## src/rtl/add_core_pkg.sv

```systemverilog
package add_core_pkg;
  localparam int          RIDX_W   = 4;
  localparam int          NUM_REGS = 1 << RIDX_W;
  localparam logic [7:0]  OP_ADD   = 8'h60;
  localparam logic [RIDX_W-1:0] REG_NONE = '1;

  typedef logic [RIDX_W-1:0] ridx_t;

  typedef struct packed {
    logic [7:0] op;
    ridx_t      ra;
    ridx_t      rb;
  } instr_t;
endpackage

```

## src/rtl/add_fetch.sv

```systemverilog
module add_fetch
  import add_core_pkg::*;
#(
  parameter int PROG_DEPTH = 16,
  parameter int PC_W = $clog2(PROG_DEPTH) + 1,
  parameter logic [16*PROG_DEPTH-1:0] PROG = '0
) (
  input  logic   clk_i,
  input  logic   rst_ni,
  output instr_t fd_instr_o,
  output logic   fd_valid_o
);
  localparam int AW = PC_W - 1;

  logic [PC_W-1:0] pc_q;
  logic [AW-1:0]   word_addr;
  instr_t          imem_word;

  assign word_addr = pc_q[PC_W-1:1];
  assign imem_word = instr_t'(PROG[{word_addr, 4'b0000} +: 16]);

  // PC register doubles as the fetch/fetch stage
  always_ff @(posedge clk_i or negedge rst_ni) begin
    if (!rst_ni) begin
      pc_q       <= '0;
      fd_instr_o <= '0;
      fd_valid_o <= 1'b0;
    end else begin
      pc_q       <= pc_q + PC_W'(2);
      fd_instr_o <= imem_word;
      fd_valid_o <= 1'b1;
    end
  end

  assert_pc_step_R1: assert property (@(posedge clk_i) disable iff (!rst_ni)
    1'b1 |=> pc_q == PC_W'($past(pc_q) + PC_W'(2)));
endmodule

```

## src/rtl/add_regfile.sv

```systemverilog
module add_regfile
  import add_core_pkg::*;
#(
  parameter int DATA_W = 64,
  parameter logic [DATA_W-1:0] INIT_STEP = 100
) (
  input  logic              clk_i,
  input  logic              rst_ni,
  input  ridx_t             raddr_a_i,
  input  ridx_t             raddr_b_i,
  output logic [DATA_W-1:0] rdata_a_o,
  output logic [DATA_W-1:0] rdata_b_o,
  input  ridx_t             raddr_d_i,
  output logic [DATA_W-1:0] rdata_d_o,
  input  ridx_t             waddr_i,
  input  logic [DATA_W-1:0] wdata_i
);
  logic [DATA_W-1:0] regs [NUM_REGS];

  assign rdata_a_o = regs[raddr_a_i];
  assign rdata_b_o = regs[raddr_b_i];
  assign rdata_d_o = regs[raddr_d_i];

  always_ff @(posedge clk_i or negedge rst_ni) begin
    if (!rst_ni) begin
      for (int i = 0; i < NUM_REGS; i++) regs[i] <= DATA_W'(i) * INIT_STEP;
    end else if (waddr_i != REG_NONE) begin
      regs[waddr_i] <= wdata_i;
    end
  end

  assert_wr_lands_R3: assert property (@(posedge clk_i) disable iff (!rst_ni)
    waddr_i != REG_NONE |=> regs[$past(waddr_i)] == $past(wdata_i));

  assert_none_holds_R7: assert property (@(posedge clk_i) disable iff (!rst_ni)
    waddr_i == REG_NONE |=> $stable(regs[NUM_REGS-1]));
endmodule

```

## src/rtl/add_exec.sv

```systemverilog
module add_exec
  import add_core_pkg::*;
#(
  parameter int DATA_W = 64
) (
  input  logic              clk_i,
  input  logic              rst_ni,
  input  logic [DATA_W-1:0] opa_i,
  input  logic [DATA_W-1:0] opb_i,
  input  ridx_t             dst_i,
  output logic [DATA_W-1:0] sum_o,
  output ridx_t             dst_o
);
  // execute/writeback register
  always_ff @(posedge clk_i or negedge rst_ni) begin
    if (!rst_ni) begin
      sum_o <= '0;
      dst_o <= REG_NONE;
    end else begin
      sum_o <= opa_i + opb_i;
      dst_o <= dst_i;
    end
  end
endmodule

```

## src/rtl/add_pipe_core.sv

```systemverilog
module add_pipe_core
  import add_core_pkg::*;
#(
  parameter int DATA_W = 64,
  parameter int PROG_DEPTH = 16,
  parameter logic [DATA_W-1:0] INIT_STEP = 100,
  parameter logic [16*PROG_DEPTH-1:0] PROG =
    {{(16*PROG_DEPTH-64){1'b0}}, 64'h6098_60CD_60AB_6089}
) (
  input  logic              clk_i,
  input  logic              rst_ni,
  input  logic [3:0]        dbg_idx_i,
  output logic [DATA_W-1:0] dbg_data_o
);
  localparam int PC_W = $clog2(PROG_DEPTH) + 1;

  instr_t            fd_instr;
  logic              fd_valid;
  ridx_t             dec_dst;
  logic [DATA_W-1:0] rd_a, rd_b;
  logic [DATA_W-1:0] de_a_q, de_b_q;
  ridx_t             de_dst_q;
  logic [DATA_W-1:0] ew_sum;
  ridx_t             ew_dst;

  add_fetch #(
    .PROG_DEPTH(PROG_DEPTH),
    .PC_W      (PC_W),
    .PROG      (PROG)
  ) u_fetch (
    .clk_i     (clk_i),
    .rst_ni    (rst_ni),
    .fd_instr_o(fd_instr),
    .fd_valid_o(fd_valid)
  );

  // decode: unknown opcodes retire as writes to the null index
  assign dec_dst = (fd_valid && fd_instr.op == OP_ADD) ? fd_instr.rb : REG_NONE;

  add_regfile #(
    .DATA_W   (DATA_W),
    .INIT_STEP(INIT_STEP)
  ) u_rf (
    .clk_i    (clk_i),
    .rst_ni   (rst_ni),
    .raddr_a_i(fd_instr.ra),
    .raddr_b_i(fd_instr.rb),
    .rdata_a_o(rd_a),
    .rdata_b_o(rd_b),
    .raddr_d_i(dbg_idx_i),
    .rdata_d_o(dbg_data_o),
    .waddr_i  (ew_dst),
    .wdata_i  (ew_sum)
  );

  // decode/execute register
  always_ff @(posedge clk_i or negedge rst_ni) begin
    if (!rst_ni) begin
      de_a_q   <= '0;
      de_b_q   <= '0;
      de_dst_q <= REG_NONE;
    end else begin
      de_a_q   <= rd_a;
      de_b_q   <= rd_b;
      de_dst_q <= dec_dst;
    end
  end

  add_exec #(.DATA_W(DATA_W)) u_exec (
    .clk_i (clk_i),
    .rst_ni(rst_ni),
    .opa_i (de_a_q),
    .opb_i (de_b_q),
    .dst_i (de_dst_q),
    .sum_o (ew_sum),
    .dst_o (ew_dst)
  );

  assert_add_dest_R2: assert property (@(posedge clk_i) disable iff (!rst_ni)
    (fd_valid && fd_instr.op == OP_ADD) |-> ##2 ew_dst == $past(fd_instr.rb, 2));

  assert_nonadd_quiet_R6: assert property (@(posedge clk_i) disable iff (!rst_ni)
    (fd_valid && fd_instr.op != OP_ADD) |-> ##2 ew_dst == REG_NONE);

  assert_sum_pair_R2: assert property (@(posedge clk_i) disable iff (!rst_ni)
    1'b1 |=> ew_sum == $past(rd_a + rd_b, 2) || !$past(rst_ni, 2));
endmodule

```

## config.mk

```make
export PLATFORM = sky130hd
export DESIGN_NAME = add_pipe_core
export DESIGN_NICKNAME = d
export VERILOG_FILES = /design/src/rtl/add_core_pkg.sv /design/src/rtl/add_fetch.sv /design/src/rtl/add_regfile.sv /design/src/rtl/add_exec.sv /design/src/rtl/add_pipe_core.sv
export SDC_FILE = /design/constraint.sdc
export NUM_CORES = 2
export LEC_CHECK = 0
export BUFFER_PORTS_ARGS = -buffer_cell sky130_fd_sc_hd__buf_4
export CAP_MARGIN = 0
export CORE_ASPECT_RATIO = 0.8
export CORE_MARGIN = 10
export CORE_UTILIZATION = 55
export DETAILED_ROUTE_END_ITERATION = 10
export PLACE_DENSITY_LB_ADDON = 0.1
export SLEW_MARGIN = 20
export SYNTH_ARGS = -nofsm -noshare
export SYNTH_HDL_FRONTEND = slang
export SYNTH_HIERARCHICAL = 1
export SYNTH_SLANG_ARGS = --single-unit
```

## constraint.sdc

```tcl
create_clock -name clk_i -period 2.23 [get_ports clk_i]
set_input_delay 0.446 -clock clk_i [delete_from_list [all_inputs] [get_ports clk_i]]
set_output_delay 0.446 -clock clk_i [all_outputs]
set_load 0.005 [all_outputs]
```

Yosys cells after proc, flatten, opt, wreduce, memory -nomap -nowiden. Index checks and enable logic that the tools add are counted.

Memories kept: 0. Bits in writable memories: 0. Bits in registers: 1246. Latch bits: 0. Memory bits (read-only): 0.

$mul: 0. Magnitude comparators: 5. Div/mod/pow operators: 0. Eq/ne operators: 2. Muxes and demuxes: 13. Bitwise gates (word level): 4. Shift operators: 1. Add/sub/neg operators: 2. Reductions and logical operators: 2.

Operator list (number): bitwise mux 1024 bit (1); binary-select mux 64 bit (select 4 bit) (3); two-way mux 64 bit (7); demux 64 bit (select 4 bit) (1); variable part select 256 x 9 -> 16 bit (first input constant) (1); adder 64 bit (1); greater-or-equal comparator 5 bit (second input constant) (4); NOT 4 -> 5 bit (4); == test 8 x 7 -> 1 bit (second input constant) (1); adder 5 x 2 -> 5 bit (second input constant) (1); less-than comparator 5 x 1 -> 1 bit (second input constant) (1); two-way mux 4 bit (1); != test 4 bit (second input constant) (1); logical AND 1 bit (2).

Depth between registers and ports, before layout.
Depth in word-level cells: 6. Mapped depth: 11. Depth with buffers taken out: 11.

By module. The synthesis kept the hierarchy.

By module, submodules not included: add_regfile (sequential area each 24098.1 um^2, area each 59455.8 um^2, times used 1, cells each 4273); add_exec (sequential area each 1706.6 um^2, area each 5627.9 um^2, times used 1, cells each 643); add_pipe_core (sequential area each 3308.2 um^2, area each 3370.7 um^2, times used 1, cells each 143); add_fetch (sequential area each 250.2 um^2, area each 471.7 um^2, times used 1, cells each 40).

Worst setup path after synthesis. Ideal clock, no wire load.

Path kind: register to register. Start: reg de_a_q[0]. End: reg u_exec.sum_o[34]. Arrival time: 2.355 ns. Path buffers: 0. Stages on the path, launching flop included: 12. Clock period less this slack: 2.435 ns. Setup slack: -0.205 ns. Library setup time: 0.080 ns. Cells stage by stage: dfrtp_1 ha_1 fa_1 a21o_1 nand4_2 a31oi_4 o211ai_2 o32a_2 nor2b_1 o21bai_1 a21oi_1 xnor2_1.

Longest elaborated chain between the ends: 1.

Ends and longest elaborated chain: start, declared (line add_pipe_core.sv:21) `logic [DATA_W-1:0] de_a_q, de_b_q;`; start signal, assigned (line add_pipe_core.sv:63) `de_a_q <= rd_a;`; adder 64 bit (line add_exec.sv:20) `sum_o <= opa_i + opb_i;`; end signal, assigned (line add_exec.sv:20); end, declared (line add_exec.sv:11) `output logic [DATA_W-1:0] sum_o,`.

No other way between the ends. A chain may end at the register's enable or synchronous reset.

Worst setup path after layout.
Start: reg u_rf/regs[315] (netlist bit). End: out dbg_data_o[59].

Longest elaborated chain between the ends: 3.

Ends and longest elaborated chain: start, declared (line add_regfile.sv:18) `logic [DATA_W-1:0] regs [NUM_REGS];`; start signal, assigned by index (line add_regfile.sv:28) `regs[waddr_i] <= wdata_i;`; binary-select mux 64 bit (select 4 bit) (line add_regfile.sv:22) `assign rdata_d_o = regs[raddr_d_i];`; two-way mux 64 bit (not written as such) (2 in series) (line add_regfile.sv:22); end, declared (line add_pipe_core.sv:13) `output logic [DATA_W-1:0] dbg_data_o`.

No other way between the ends. The select of a mux whose other input is x is not followed.

==> key figures <==
Routing
  – M1 WL: 94.0 mm
  – Routed length on met2: 98.7 mm
  – TritonRoute pass-1 iters: 6
  – Antenna-violating nets left: 0
  – First DRT Iteration DRCs: 5722
  – DRC errors left: 0
  – Via count: 51200
  – Top Layer Used: met5
  – Post-DR wirelength/cell: 29.6 um
  – Routed WL: 223 mm
  – Via/cell ratio: 6.82
  – Met3 WL post-DR: 21.2 mm

Setup path
  – Worst Path Buf+Inv: 1
  – Crit end category: output port
  – Path type of the worst setup path: reg -> out
  – Worst setup SP type: flip-flop
  – Crit path max-delay cell type: mux4_2
  – CP Launch Point: u_rf/regs[315]
  – Crit-path most repeated cell: mux4_2
  – CP Max Fanout: 4
  – CP Data Required Time: 1.78 ns
  – Reg2Reg Launch Point: de_a_q[0]
  – Critical path's top delay family: multiplexers
  – CP max stage delay: 0.60 ns
  – CP Cell Sequence: mux4_2 > mux4_2 > buf_6
  – Data arrival, critical path: 2.43 ns

Die
  – Die ar.: 140000 um^2
  – Die Wd: 416 um
  – Initial Util: 55.2%
  – # IOs: 70
  – Core ar.: 125000 um^2
  – Die height: 337 um
  – Rows: 116

Global route
  – Grt ovf: 0
  – Largest net degree at the start of global routing: 107
  – Number of global-route vias before repair: 50900
  – GRT Util Overall: 30.9%
  – Antenna violations before repair: 9
  – First-pass GRT wire length: 332 mm

Finish
  – Layout cells sized above 1: 51.1%
  – Layout area overhead: 23.4%
  – Number of fill cells: 8648
  – Commonest non-fill, non-tap cell in the layout: dfrtp_1
  – Most frequent cells in the layout: dfrtp_1 (1097), mux2_2 (927), buf_4 (743)
  – Fin nets: 5835
  – Reg area: 29400 um^2
  – Footprint of the multi-input gates: 38200 um^2

Run
  – Maxcap violations: 0

Synthesis
  – Synth warn: 6
  – Synth top area share: 40.0%
  – Post-Syn Area per Cell: 13.5 um^2
  – Post-synth cell types: 73
  – Synth top area cells: dfrtp_1 (40%), mux4_2 (17%), mux2_2 (15%), mux2i_1 (6.6%), dfstp_2 (2.6%)
  – Synth Cell Area: 68900 um^2
  – Seq/Total Area, Yosys: 42.6%
  – Register bit total from synthesis: 1170
  – Synth Flop Type: dfrtp_1
  – Async SR Flop Fraction: 100%
  – Leading area contributor after synthesis: dfrtp_1
  – EDFF count, synth: 0
  – Cells after synthesis: 5099

Status
  – Violated checks: setup timing
  – Status: complete, but fails checks

Pwr
  – Leakage dissipation: 38.8 nW
  – VDD IR-drop max: 0.649 mV
  – Pwr per Cell Area: 527 nW/um^2

Min path
  – Worst min path class: in -> async

Clock network
  – Clk sinks: 1170
  – CTS HTree Levels: 3
  – Clock buffer depth: 3
  – Clk_lat worst skew: 0.78 ns
  – Root Driver: clkbuf_16
  – TritonCTS clock tree: built
  – CTS buffer count: 120
  – Clk slew on worst S/H paths: 0.06 ns

Timing
  – Fin crit share: 129%
  – Final Max Slew Viols: 0
  – Slew @ Worst Pin: 0.707 ns
  – Fin. Hold Viols: 0
  – Achievable Freq: 348 MHz
  – Worst Hold Slack: 0.182 ns
  – Clock skew: 0.0429 ns
  – Final setup fails: 122
  – RSZ-0062 raised after global routing: true
  – Worst relative slew slack: 52.8%
  – Fin worst setup slack: -0.645 ns
  – Fin crit period: 2.88 ns

Placement
  – I/O Buffers: 69
  – GPL Wtd Cong: 0.886
  – Post-placement worst setup slack: -0.573 ns
  – HPWL Detailed: 140 mm
## registers in the layout (all words and copies together) (netlist names)
register	count
de_dst_q	4
u_rf/regs	960
u_exec/dst_o	4
u_exec/sum_o	64
u_fetch/pc_q	4
de_a_q	64
u_fetch/fd_valid_o	1
u_fetch/fd_instr_o	5
de_b_q	64
## per-layer routing
metal | vias up | global-route usage [%]
met4 | 8 | 10.4
met5 | - | 0
li1 | 21200 | -
met1 | 26800 | 45.0
met3 | 553 | 6.73
met2 | 2703 | 46.1
## power breakdown
group	internal, mW	switching [mW]	leakage, nW
logic	0.507	0.921	20.6
clock network	13.1	9.11	2.09
registers	21.2	0.000157	16.1
total	34.8	10.0	38.8
## worst reg2reg max path: stages (launching register included)
cell	delay, ns
dfrtp_1	0.33
ha_2	0.20
fa_2	0.22
a21o_1	0.18
nand4_4	0.14
a31oi_4	0.29
o211ai_2	0.15
o32a_4	0.39
a21oi_4	0.26
nand2_2	0.07
o41ai_2	0.23
xor2_1	0.18
## cells in the mapped netlist (69+ instances only)
| cell type | n |
|---|---|
| nand2_1 | 173 |
| a221oi_1 | 116 |
| nand3_1 | 69 |
| dfrtp_1 | 1102 |
| a21oi_1 | 136 |
| mux2i_1 | 456 |
| o21ai_0 | 119 |
| buf_2 | 179 |
| mux2_2 | 927 |
| inv_1 | 88 |
| a21o_1 | 76 |
| clkbuf_1 | 212 |
| mux4_2 | 508 |
| o221ai_1 | 113 |
## cell families (layout without fill, tap and decap cells)
kind of cell / after synthesis / count (layout) / share of synthesized area [%]
compound gates: 806 / 806 / 8.57
other cells: 2 / 10 / 0.0109
buf+inv: 595 / 1353 / 4.32
xor+xnor: 63 / 63 / 0.801
simple gates: 470 / 470 / 3.53
mux: 1924 / 1924 / 38.9
flops: 1170 / 1170 / 42.6
fa+ha+maj: 69 / 69 / 1.26
## stage by stage
| stage | util [%] | instance area (um^2) | power [mW] | instances | TNS [ns] |
|---|---|---|---|---|---|
| finish | 68.1 | 85000 | 44.8 | 7517 | -47.46 |
| global placement | 60.8 | 75900 | 23.0 | 6916 | -42.83 |
| floorplan | - | 69200 | 22.1 | 5104 | -0.957 |
| global route | 68.1 | 85000 | 46.1 | 7515 | -54.89 |
| detailed placement | 60.8 | 75900 | 23.1 | 6916 | -44.59 |
| CTS | 66.8 | 83400 | 45.1 | 7403 | -45.05 |
## layout make-up
class                      instances  share of cell area [%]
multi-input combinational       3339                    44.9
clock inverter                    67                    1.07
clock buffer                     157                    4.02
inverter                          88                   0.391
tap                             1652                    2.43
timing repair buffer            1041                    12.6
antenna                            3                 0.00883
sequential                      1170                    34.6
## what timing repair did
item                                    4_1_cts  5_1_grt
gates cloned                                  1        4
gates resized for setup                     219      123
endpoints found under the setup margin      116      154
hold buffers                                  1        0
buffers inserted                            268      114
pin swaps                                    67       67
hold endpoints to repair                    238        0
## path summary, 6_finish.rpt
path                                     to  slack, ns  depth (start not counted)
setup / recovery             dbg_data_o[59]      -0.65                          3
hold / removal               u_rf/regs[458]       0.18                          2
setup reg to reg           u_exec/sum_o[62]      -0.50                         11
hold reg to reg             u_exec/dst_o[1]       0.35                          0
max in group asynchronous    u_rf/regs[995]       1.03                          3
min in group clk_i          u_exec/dst_o[1]       0.35                          0
Note: power is estimated with default switching activity, not from simulation.
